===== config.mk =====
export PLATFORM = sky130hd
export DESIGN_NAME = cfg_byte_port
export DESIGN_NICKNAME = d
export VERILOG_FILES = /design/src/rtl/cfg_port_pkg.sv /design/src/rtl/cfg_abort_ctl.sv /design/src/rtl/cfg_word_align.sv /design/src/rtl/cfg_word_out.sv /design/src/rtl/cfg_byte_port.sv
export SDC_FILE = /design/constraint.sdc
export NUM_CORES = 1
export LEC_CHECK = 0
export ABC_CLOCK_PERIOD_IN_PS = 2000
export BUFFER_PORTS_ARGS = -buffer_cell sky130_fd_sc_hd__clkbuf_2
export CAP_MARGIN = 30
export CORE_MARGIN = 2
export CORE_UTILIZATION = 55
export CTS_CLUSTER_SIZE = 12
export DETAILED_ROUTE_END_ITERATION = 6
export PLACE_DENSITY = 0.79
export SYNTH_ARGS = -nofsm -noshare
export SYNTH_HDL_FRONTEND = slang
export SYNTH_SLANG_ARGS = --single-unit

===== constraint.sdc =====
create_clock -name clk -period 2 [get_ports clk]
set_input_delay 0.4 -clock clk [delete_from_list [all_inputs] [get_ports clk]]
set_output_delay 0.4 -clock clk [all_outputs]
set_load 0.05 [all_outputs]

===== src/rtl/cfg_port_pkg.sv =====
// Package: shared constants and types for the byte-wide configuration port.
// Assumes one byte lane feeding a word that is an integer number of bytes wide.
package cfg_port_pkg;
    localparam int unsigned BYTE_W       = 8;
    localparam int unsigned CFG_WORD_W   = 32;
    localparam logic [31:0] SYNC_PATTERN = 32'hAA99_5566;

    // Alignment state of the byte assembler.
    typedef enum logic {
        ALN_HUNT   = 1'b0,
        ALN_LOCKED = 1'b1
    } align_state_t;
endpackage


===== src/rtl/cfg_abort_ctl.sv =====
// Module: detects the abort gesture (select held, write released) and times
// the cleanup period that follows it.
// Assumes: inputs are already in the clk domain; a new abort is not
// recognised while a cleanup period is running.
module cfg_abort_ctl #(
    parameter int unsigned CLEANUP_CYCLES = 4
) (
    input  logic clk,
    input  logic rst_n,
    input  logic cs_n,
    input  logic wr_n,
    output logic abort_hit,
    output logic cleanup_busy
);
    localparam int unsigned CNT_W = $clog2(CLEANUP_CYCLES + 1);

    logic [CNT_W-1:0] cleanup_cnt;

    // Abort is seen on an edge with select low, write high, and no cleanup running.
    assign abort_hit    = !cs_n && wr_n && (cleanup_cnt == '0);
    assign cleanup_busy = (cleanup_cnt != '0);

    // Load the cleanup counter on an abort, then count it down to zero.
    always_ff @(posedge clk) begin
        if (!rst_n) begin
            cleanup_cnt <= '0;
        end else if (abort_hit) begin
            cleanup_cnt <= CNT_W'(CLEANUP_CYCLES);
        end else if (cleanup_cnt != '0) begin
            cleanup_cnt <= cleanup_cnt - 1'b1;
        end
    end

    // an abort is followed by a busy cleanup period.
    assert_busy_after_abort_R6: assert property (@(posedge clk) disable iff (!rst_n)
        abort_hit |=> cleanup_busy);

    // the cleanup period ends after its final count without a new abort.
    assert_cleanup_ends_R6: assert property (@(posedge clk) disable iff (!rst_n)
        (cleanup_cnt == CNT_W'(1)) |=> !cleanup_busy);
endmodule


===== src/rtl/cfg_word_align.sv =====
// Module: shifts taken bytes into a word window, hunts for the sync pattern,
// and after lock emits every group of bytes as one word.
// Assumes: byte_take and flush are never high together; the consumer of
// word_done always has room (guaranteed by the busy hold-off upstream).
module cfg_word_align
    import cfg_port_pkg::*;
#(
    parameter int unsigned          DATA_W = BYTE_W,
    parameter int unsigned          WORD_W = CFG_WORD_W,
    parameter logic [WORD_W-1:0]    SYNC   = SYNC_PATTERN
) (
    input  logic              clk,
    input  logic              rst_n,
    input  logic              byte_take,
    input  logic [DATA_W-1:0] byte_in,
    input  logic              flush,
    output logic              word_done,
    output logic [WORD_W-1:0] word_out
);
    localparam int unsigned BYTES_PER_WORD = WORD_W / DATA_W;
    localparam int unsigned CNT_W          = (BYTES_PER_WORD > 1) ? $clog2(BYTES_PER_WORD) : 1;

    align_state_t      state;
    logic [WORD_W-1:0] window;
    logic [WORD_W-1:0] window_next;
    logic [CNT_W-1:0]  byte_cnt;
    logic              last_byte;

    // Next window contents: the new byte enters at the least significant end.
    assign window_next = {window[WORD_W-DATA_W-1:0], byte_in};
    assign last_byte   = (byte_cnt == CNT_W'(BYTES_PER_WORD - 1));
    assign word_done   = byte_take && (state == ALN_LOCKED) && last_byte;
    assign word_out    = window_next;

    // Track alignment and the byte position; flush and reset forget both.
    always_ff @(posedge clk) begin
        if (!rst_n || flush) begin
            state    <= ALN_HUNT;
            window   <= '0;
            byte_cnt <= '0;
        end else if (byte_take) begin
            window <= window_next;
            if (state == ALN_HUNT) begin
                if (window_next == SYNC) begin
                    state    <= ALN_LOCKED;
                    byte_cnt <= '0;
                end
            end else begin
                byte_cnt <= last_byte ? '0 : byte_cnt + 1'b1;
            end
        end
    end

    // a flush always leaves the assembler hunting with no partial word.
    assert_flush_unlocks_R7: assert property (@(posedge clk) disable iff (!rst_n)
        flush |=> (state == ALN_HUNT) && (byte_cnt == '0));

    // lock is only gained on an edge that took a byte.
    assert_lock_on_byte_R3: assert property (@(posedge clk) disable iff (!rst_n)
        (state == ALN_LOCKED) && ($past(state) == ALN_HUNT) |-> $past(byte_take));

    // without a taken byte or a flush the window holds still.
    assert_window_idle_R2: assert property (@(posedge clk) disable iff (!rst_n)
        !byte_take && !flush |=> $stable(window));
endmodule


===== src/rtl/cfg_word_out.sv =====
// Module: single-entry holding register between the assembler and the sink,
// speaking valid/ready on the sink side.
// Assumes: load is only raised when the slot is empty or draining this edge.
module cfg_word_out #(
    parameter int unsigned WORD_W = 32
) (
    input  logic              clk,
    input  logic              rst_n,
    input  logic              load,
    input  logic [WORD_W-1:0] load_data,
    output logic [WORD_W-1:0] out_data,
    output logic              out_valid,
    input  logic              out_ready
);
    // Hold a word until the sink takes it; a new load replaces a drained word.
    always_ff @(posedge clk) begin
        if (!rst_n) begin
            out_valid <= 1'b0;
            out_data  <= '0;
        end else if (load) begin
            out_valid <= 1'b1;
            out_data  <= load_data;
        end else if (out_ready) begin
            out_valid <= 1'b0;
        end
    end

    // a stalled word stays put and stays valid.
    assert_hold_stable_R5: assert property (@(posedge clk) disable iff (!rst_n)
        out_valid && !out_ready |=> out_valid && $stable(out_data));

    // reset leaves no pending word.
    assert_reset_clears_R9: assert property (@(posedge clk)
        !rst_n |=> !out_valid);
endmodule


===== src/rtl/cfg_byte_port.sv =====
// Module: top of the byte-wide slave configuration port. Qualifies host
// strobes into byte takes, combines abort cleanup and sink stall into busy,
// and wires the assembler to the output register.
// Assumes: host strobes and data are synchronous to clk.
module cfg_byte_port
    import cfg_port_pkg::*;
#(
    parameter int unsigned DATA_W         = BYTE_W,
    parameter int unsigned WORD_W         = CFG_WORD_W,
    parameter int unsigned CLEANUP_CYCLES = 4
) (
    input  logic              clk,
    input  logic              rst_n,
    input  logic              cs_n,
    input  logic              wr_n,
    input  logic [DATA_W-1:0] din,
    output logic              busy,
    output logic [WORD_W-1:0] word_data,
    output logic              word_valid,
    input  logic              word_ready
);
    logic              abort_hit;
    logic              cleanup_busy;
    logic              byte_take;
    logic              word_done;
    logic [WORD_W-1:0] word_asm;

    // Busy while cleaning up after an abort or while the sink stalls a word.
    assign busy      = cleanup_busy || (word_valid && !word_ready);
    // A byte is taken only with both strobes low and no hold-off.
    assign byte_take = !cs_n && !wr_n && !busy;

    cfg_abort_ctl #(
        .CLEANUP_CYCLES(CLEANUP_CYCLES)
    ) u_abort (
        .clk         (clk),
        .rst_n       (rst_n),
        .cs_n        (cs_n),
        .wr_n        (wr_n),
        .abort_hit   (abort_hit),
        .cleanup_busy(cleanup_busy)
    );

    cfg_word_align #(
        .DATA_W(DATA_W),
        .WORD_W(WORD_W),
        .SYNC  (WORD_W'(SYNC_PATTERN))
    ) u_align (
        .clk      (clk),
        .rst_n    (rst_n),
        .byte_take(byte_take),
        .byte_in  (din),
        .flush    (abort_hit),
        .word_done(word_done),
        .word_out (word_asm)
    );

    cfg_word_out #(
        .WORD_W(WORD_W)
    ) u_out (
        .clk      (clk),
        .rst_n    (rst_n),
        .load     (word_done),
        .load_data(word_asm),
        .out_data (word_data),
        .out_valid(word_valid),
        .out_ready(word_ready)
    );

    // a finished word never lands on a stalled, occupied output slot.
    assert_no_overflow_R5: assert property (@(posedge clk) disable iff (!rst_n)
        word_done |-> (!word_valid || word_ready));

    // every new word was preceded by a byte taken at the previous edge.
    assert_word_from_byte_R1: assert property (@(posedge clk) disable iff (!rst_n)
        $past(rst_n) && word_valid && !$past(word_valid) |-> $past(byte_take));
endmodule


## Word-level counts from Yosys, hierarchy flattened

Index checks and enable logic that the tools add are counted.

- Register bits: 63
- Latch bits: 0
- Memory bits (writable): 0
- ROM bits: 0
- Input port bits: 13
- Output and inout bits: 34
- Logic and storage cells: 42
- Memories kept: 0

- Add/sub/neg operators: 2
- Multipliers: 0
- Divide/modulo/power cells: 0
- Magnitude comparators: 0
- Equal/unequal tests: 2
- Shift-type cells: 0
- Muxes and demuxes: 9
- Bitwise operators: 1
- Reduce and logical (&&, ||, !) cells: 21

Operator list:

| kind | count |
|---|---|
| $eq 32x32->1 const B | 1 |
| $logic_and 1x1->1 | 7 |
| $mux 2 | 3 |
| $mux 3 | 2 |
| $reduce_bool 2->1 | 3 |
| $logic_not 1->1 | 5 |
| $mux 1 | 4 |
| $logic_not 3->1 | 1 |
| $reduce_bool 3->1 | 1 |
| $sub 3x1->3 const B | 1 |
| $add 2x1->2 const B | 1 |
| $eq 2x2->1 const B | 1 |
| $logic_or 1x1->1 | 2 |
| $reduce_and 2->1 | 1 |
| $reduce_or 2->1 | 1 |
| $not 1->1 | 1 |

## Longest topological paths before layout

Gate-level depths: netlist of run 1.

- Depth after elaboration: 8
- Mapped depth: 9
- Depth with buffers taken out: 6

## Modules after synthesis

Synthesis of run 1 repeated with hierarchy kept, for this count alone.

- Cells, all modules: 244
- Area, all modules: 2631.3 um^2

By module, submodules not included:

| module | instances | cells each | area each (um^2) | seq. area each (um^2) |
|---|---|---|---|---|
| cfg_word_out | 1 | 106 | 1277.5 | 660.6 |
| cfg_word_align | 1 | 114 | 1139.8 | 540.5 |
| cfg_abort_ctl | 1 | 21 | 186.4 | 60.1 |
| cfg_byte_port | 1 | 3 | 27.5 | 0.0 |

## Least setup slack after synthesis of run 1

Ideal clock, no wire load.

- Kind: register to output
- Start point: reg u_out.out_valid
- End point: out busy
- Arrival: 1.229 ns
- Data required time: 1.600 ns
- Slack: 0.371 ns
- Cell stages (with the launch flop): 3
- Buffers on the path: 0
- Path through: dfxtp_1 -> nand2b_1 -> nand2_1

- Word-level cells in the longest chain between the ends: 2

RTL lines:

| what | RTL line | source |
|---|---|---|
| start: declaration | cfg_word_out.sv:12 | `output logic out_valid,` |
| start signal: assignment | cfg_word_out.sv:18 | `out_valid <= 1'b0;` |
| start signal: assignment | cfg_word_out.sv:21 | `out_valid <= 1'b1;` |
| start signal: assignment | cfg_word_out.sv:24 | `out_valid <= 1'b0;` |
| $logic_and 1x1->1 | cfg_byte_port.sv:29 | `assign busy = cleanup_busy \|\| (word_valid && !word_ready);` |
| $logic_or 1x1->1 | cfg_byte_port.sv:29 |  |
| end: declaration | cfg_byte_port.sv:17 | `output logic busy,` |

Every way passes these cells.

## Final worst setup path of run 1

- Start point: reg u_abort.cleanup_cnt[0]
- End point: out busy

- Word-level cells in the longest chain between the ends: 2

RTL lines:

| what | RTL line | source |
|---|---|---|
| start: declaration | cfg_abort_ctl.sv:17 | `logic [CNT_W-1:0] cleanup_cnt;` |
| start signal: assignment | cfg_abort_ctl.sv:28 | `cleanup_cnt <= CNT_W'(CLEANUP_CYCLES);` |
| start signal: assignment | cfg_abort_ctl.sv:30 | `cleanup_cnt <= cleanup_cnt - 1'b1;` |
| $reduce_bool 3->1 | cfg_abort_ctl.sv:21 | `assign cleanup_busy = (cleanup_cnt != '0);` |
| $logic_or 1x1->1 | cfg_byte_port.sv:29 |  |

Every way passes these cells.

==> impl_metrics.py, run 1 <==
metrics = {
    "power_and_ir_drop": {
        "combPwrFrac": 0.171,
        "switching_share": 0.284,
        "leakage_nw": 1.18,
        "max-vdd-ir-drop_mv": 0.595,
        "powerDensity_mw_per_mm2": 954,
        "seq_power_share": 0.451,
        "p_int_mw": 2.13,
        "power_switching_mw": 0.846,
        "clkPwrFrac": 0.379,
    },
    "critical_path": {
        "worstPathRequired_ns": 1.60,
        "path_max_fanout": 7,
        "cp-end-kind": "primary output",
        "cp.arrival_ns": 1.51,
        "critical_path_class": "flop to primary output",
        "r2r_cells": 8,
        "startpoint_type": "flop",
    },
    "timing": {
        "tns_ns": 0,
        "slew_headroom": 0.754,
        "rsz0062_at_grt": "false",
        "fin_skew_ns": 0.00683,
        "timing.hold.ws_ns": 0.301,
        "finalSetupViolCount": 0,
        "worst_slew_pin_slew_ns": 0.366,
        "drv_slew": 0,
        "min_period_ns": 1.91,
        "post-route-period-util": 0.957,
        "hold_violations": 0,
        "max_freq_ghz": 0.522,
    },
    "placement": {
        "dpl.hpwl_um": 3830,
        "globalplace.congestion": 0.806,
        "placedCellCount": 392,
        "port_buffers": 46,
        "place_area_mm2": 0.00292,
    },
    "job": {
        "maxCapViolCount": 0,
    },
    "routing": {
        "drc": 0,
        "final_antenna_net_count": 0,
        "drtIter0Drc": 95,
        "drtPass1Iterations": 4,
        "wl_per_cell_um": 13.6,
        "drt-vias-per-instance": 5.28,
        "via_count": 2153,
        "finalWirelength_um": 5550,
    },
    "final_layout": {
        "instances_no_fill": 408,
        "final_cell_mix": "nand2_1 (105), dfxtp_1 (63), clkbuf_2 (45)",
        "nNetsFinal": 365,
        "final_common_cell": "nand2_1",
        "layout-drive-gt1-share": 0.297,
        "finalInstanceArea_mm2": 0.00313,
        "utilization": 0.666,
        "antennaDiodeCount": 0,
        "syn2layout_area_growth_pct": 18.2,
    },
    "global_routing": {
        "antenna_found_initial": 0,
        "grt_usage": 0.220,
        "grt_max_degree": 33,
        "grt_pass1_wl_um": 8940,
        "grt_pass1_vias": 2007,
        "grt-ovfl-total": 0,
    },
    "floorplan": {
        "die_area_mm2": 0.00538,
        "io-pin-count": 47,
        "std_cell_rows": 25,
        "fp.dieH_um": 73.3,
        "initial_utilization": 0.563,
        "core-area_mm2": 0.00469,
        "die_w_um": 73.3,
    },
    "yosys": {
        "yosysSeqAreaShare": 0.477,
        "syn-num-nets": 317,
        "ys_ff_latch": 63,
        "synth_top_area_frac": 0.477,
        "ys_top_cells_by_area": "dfxtp_1 (48%), nand2_1 (15%), a21boi_1 (6.5%)",
        "ys_async_sr_fraction": 0,
        "yosys.area.top_type": "dfxtp_1",
        "yosys_warnings": 0,
        "synth_edf_count": 0,
        "synth_cell_types": 39,
        "syn_area_mm2": 0.00264,
        "syn_inst": 301,
        "syn_area_per_cell_um2": 8.78,
        "ys.flop_type": "dfxtp_1",
    },
    "clocking": {
        "postCtsSetupRepairBufs": 0,
        "max-clock-path-buffers": 2,
        "ctsHoldBuffers": 0,
        "cts.repair.resized": 0,
        "path_clk_slew_ns": 0.07,
        "htreeDepth": 3,
        "cts_root_buffer": "clkbuf_8",
        "clkLatencyLatePin_ns": 0.34,
        "cts_buffers": 9,
        "numClockSinks": 63,
        "cts_tree": "done",
    },
    "status": {
        "outcome": "completed",
    },
    "min_path": {
        "min_path_type": "primary input to flop",
        "hold_path_depth": 3,
    },
}
sequential cells by signal, summed over array words and instances, names as in the netlist:
name,flops
u_out.out_data,32
u_align.window,24
u_abort.cleanup_cnt,3
u_align.byte_cnt,2
u_align.state,1
u_out.out_valid,1
worst max-delay path, cell delays in order (launching register included):
cell      delay (ns)
dfxtp_1         0.30
inv_1           0.07
ha_1            0.23
nor2b_1         0.13
buf_4           0.16
nand2_1         0.06
clkbuf_4        0.22
power groups by stage:
stage	Sequential (mW)	Combinational (mW)	Clock (mW)
after floorplan	1.36	0.392	0
after global placement	1.37	0.483	0
after detailed placement	1.37	0.496	0
after CTS	1.34	0.505	1.15
after global routing	1.35	0.551	1.19
final	1.34	0.509	1.13
path summary, 6_finish.rpt:
| check | from | endpoint | slack (ns) |
|---|---|---|---|
| worst max-delay path | u_abort.cleanup_cnt[0] | busy | 0.09 |
| worst min-delay path | din[5] | u_out.out_data[5] | 0.30 |
| worst min register to register | u_out.out_data[20] | u_out.out_data[20] | 0.45 |
| worst max register to register | u_abort.cleanup_cnt[0] | u_align.window[10] | 0.33 |
per-stage QoR:
| step | power [mW] | setup WS (ns) |
|---|---|---|
| after floorplan | 1.75 | 0.371 |
| after global placement | 1.85 | 0.418 |
| after detailed placement | 1.87 | 0.333 |
| after CTS | 2.99 | 0.0213 |
| after global routing | 3.08 | 0.0134 |
| final | 2.98 | 0.0860 |
kinds of logic after synthesis:
| group | after synthesis | synth area share |
|---|---|---|
| buffers and inverters | 20 | 0.0478 |
| AND/OR/NAND/NOR | 147 | 0.260 |
| flip-flops | 63 | 0.477 |
| adder cells (fa/ha/maj) | 3 | 0.0142 |
| XOR/XNOR | 1 | 0.00331 |
| multiplexers | 2 | 0.00805 |
| AO/OA/AOI/OAI | 65 | 0.189 |
final cells by class:
| cell class | count | area, um2 |
|---|---|---|
| fillers | 390 | 1570 |
| flip-flops and latches | 63 | 1260 |
| multi-input cells | 218 | 1260 |
| repair buffers | 55 | 325 |
| clock buffers | 11 | 151 |
| well taps | 54 | 67.6 |
| clock inverters | 5 | 56.3 |
| inverters | 2 | 7.51 |
synthesized netlist by cell type (2+ instances only):
cell type / number
a21boi_1: 23
buf_6: 5
nand4_1: 4
nor2b_1: 4
nand2_2: 10
nor4bb_1: 2
inv_1: 2
a21oi_1: 16
a21boi_2: 10
a21oi_2: 9
nand3b_1: 2
ha_1: 3
o22ai_1: 2
buf_4: 3
dfxtp_1: 63
buf_2: 2
nor2_1: 7
nand2b_1: 2
clkbuf_1: 8
nand2_1: 105
routing by layer:
metal	vias up	global-route usage	routed length [um]
met2	47	0.361	2680
met4	0	0.115	119
li1	1094	-	-
met1	1001	0.275	2560
met5	-	0	0
met3	11	0.0425	186
(Power assumes the default switching activity.)
==> inputs of run 2 (changes only) <==
CORE_MARGIN = 4   (was 2)
PLACE_DENSITY = not set   (was 0.79)
PLACE_DENSITY_LB_ADDON = 0.08   (was not set)
==> run 2 against run 1 <==
Against the previous run: clock power decreased by 14%; non-clock buffer count stayed put; combinational power hardly changed; sequential share of layout area rose by 0.57 points; routed wire length fell by 0.63%; flip-flop and latch count unchanged; count of clock-buffer cells in the layout is 2 higher; via count shrank 0.56%; die area increased by 11%; critical endpoint unchanged; highest routed layer unchanged.
==> impl_metrics.py, run 2 (synthesized netlist as in run 1, its figures left out) <==
metrics = {
    "status": {
        "outcome": "completed",
    },
    "routing": {
        "drc": 0,
        "final_antenna_net_count": 0,
        "wl_per_cell_um": 13.6,
        "drt-vias-per-instance": 5.27,
        "drtPass1Iterations": 5,
        "via_count": 2141,
        "finalWirelength_um": 5510,
        "drtIter0Drc": 173,
    },
    "global_routing": {
        "grt-ovfl-total": 0,
        "grt_max_degree": 33,
        "grt_pass1_wl_um": 9600,
        "grt_usage": 0.202,
        "grt_pass1_vias": 2053,
        "antenna_found_initial": 0,
    },
    "floorplan": {
        "std_cell_rows": 24,
        "die_area_mm2": 0.00598,
        "io-pin-count": 47,
        "core-area_mm2": 0.00450,
        "initial_utilization": 0.587,
        "fp.dieH_um": 77.3,
        "die_w_um": 77.3,
    },
    "power_and_ir_drop": {
        "switching_share": 0.290,
        "max-vdd-ir-drop_mv": 0.844,
        "powerDensity_mw_per_mm2": 917,
        "clkPwrFrac": 0.345,
        "p_int_mw": 2.01,
        "power_switching_mw": 0.819,
        "combPwrFrac": 0.180,
        "leakage_nw": 1.16,
        "seq_power_share": 0.475,
    },
    "final_layout": {
        "syn2layout_area_growth_pct": 16.6,
        "final_cell_mix": "nand2_1 (105), dfxtp_1 (63), clkbuf_2 (45)",
        "top_regs": "u_out.out_data (32), u_align.window (24), u_abort.cleanup_cnt (3)",
        "nNetsFinal": 365,
        "top_register": "u_out.out_data",
        "antennaDiodeCount": 0,
        "layout-drive-gt1-share": 0.297,
        "final_common_cell": "nand2_1",
        "largest_reg_flops": 32,
    },
    "placement": {
        "dpl.hpwl_um": 3870,
        "pre_cts_ws_ns": 0.296,
        "globalplace.congestion": 0.819,
        "port_buffers": 46,
    },
    "clocking": {
        "numClockSinks": 63,
        "max-clock-path-buffers": 2,
        "cts_buffers": 9,
        "path_clk_slew_ns": 0.07,
        "clkLatencyLatePin_ns": 0.34,
        "cts_root_buffer": "clkbuf_8",
        "postCtsSetupRepairBufs": 0,
        "htreeDepth": 3,
        "cts_tree": "done",
    },
    "timing": {
        "slew_headroom": 0.771,
        "worst_slack_ns": 0.153,
        "post-route-period-util": 0.923,
        "tns_ns": 0,
        "worst_slew_pin_slew_ns": 0.341,
        "fin_skew_ns": 0.00698,
        "finalSetupViolCount": 0,
        "rsz0062_at_grt": "false",
        "hold_violations": 0,
        "min_period_ns": 1.85,
        "drv_slew": 0,
        "max_freq_ghz": 0.541,
    },
    "job": {
        "maxCapViolCount": 0,
    },
    "critical_path": {
        "cp.arrival_ns": 1.45,
        "worstPathRequired_ns": 1.60,
        "cp_top_family": "buffers and inverters",
        "cp_slowest_stage_delay_ns": 0.31,
        "startpoint_type": "flop",
        "cp-end-kind": "primary output",
        "crit_path_frequent_cell": "buf_4",
        "r2r_cells": 8,
        "path_buf_inv": 3,
        "r2r-start": "u_abort.cleanup_cnt[0]",
        "cp_slowest_cell": "dfxtp_1",
        "reg2reg_slack_ns": 0.33,
        "r2r_end": "u_align.window[5]",
        "path_max_fanout": 7,
        "critical_path_class": "flop to primary output",
        "crit_path_cell_trace": "inv_2, ha_2, nor2b_1, buf_4, nand2_1, buf_4",
    },
    "min_path": {
        "hold_path_end": "u_out.out_data[6]",
        "min_from": "din[6]",
        "min_path_type": "primary input to flop",
        "hold_path_depth": 3,
    },
}
==> run 2: changes by cell type in the layout (fill, tap and decap cells not counted), sizes merged <==
cell | previous run | this run
buf | 9 | 10
clkinv | 3 | 2
clkbuf | 57 | 58
bufinv | 1 | 0
==> run 2: layout make-up <==
type	instances	area [um2]
tap	52	65.1
fill	388	1420
sequential	63	1260
inverter	2	7.51
clock inverter	3	17.5
multi-input combinational	218	1260
clock buffer	13	159
timing repair buffer	55	313
==> run 2: how the worst max path moves through the flow <==
| stage | startpoint | endpoint | slack (ns) | depth (start not counted) |
|---|---|---|---|---|
| 6_report | u_abort.cleanup_cnt[0] | busy | 0.15 | 6 |
| 5_1_grt | u_abort.cleanup_cnt[0] | busy | 0.04 | 6 |
| 4_1_cts | u_abort.cleanup_cnt[0] | busy | 0.05 | 6 |
| 3_5_place_dp | u_abort.cleanup_cnt[0] | u_align.window[5] | 0.30 | 8 |
| 3_3_place_gp | u_abort.cleanup_cnt[0] | u_align.window[5] | 0.35 | 8 |
| 2_1_floorplan | u_out.out_valid | busy | 0.37 | 2 |
==> run 2: power groups by stage <==
stage,sequential [mW],clock (mW),combinational (mW)
2_1_floorplan,1.36,0,0.392
3_3_place_gp,1.37,0,0.476
3_5_place_dp,1.37,0,0.495
4_1_cts,1.34,0.999,0.507
5_1_grt,1.35,1.07,0.556
6_report,1.34,0.976,0.507
==> run 2: repair_timing <==
item	in CTS	in global routing
hold buffers	0	0
hold endpoints to repair	0	0
setup endpoints to repair	1	1
gates resized for setup	1	3
==> run 2: layer usage <==
metal	GRT usage	share of wire	wire length [um]	vias up
met5	0	0	0	-
met1	0.256	0.48	2630	969
met4	0.119	0.027	150	0
met3	0.0509	0.049	269	14
met2	0.311	0.45	2470	60
li1	-	-	-	1098
==> run 2: worst min-delay path, stage by stage <==
cell and delay, ns:
clkbuf_2 0.10, nand2_1 0.05, a21boi_1 0.05
==> run 2: metrics by stage <==
step / area, um2 / std cells / power, mW / utilization / hold slack [ns]
2_1_floorplan: 2640 / 301 / 1.75 / - / 0.443
3_3_place_gp: 2900 / 390 / 1.84 / 0.644 / 0.441
3_5_place_dp: 2900 / 390 / 1.86 / 0.644 / 0.446
4_1_cts: 3080 / 406 / 2.85 / 0.684 / 0.296
5_1_grt: 3080 / 406 / 2.97 / 0.684 / 0.302
6_report: 3080 / 406 / 2.83 / 0.684 / 0.316
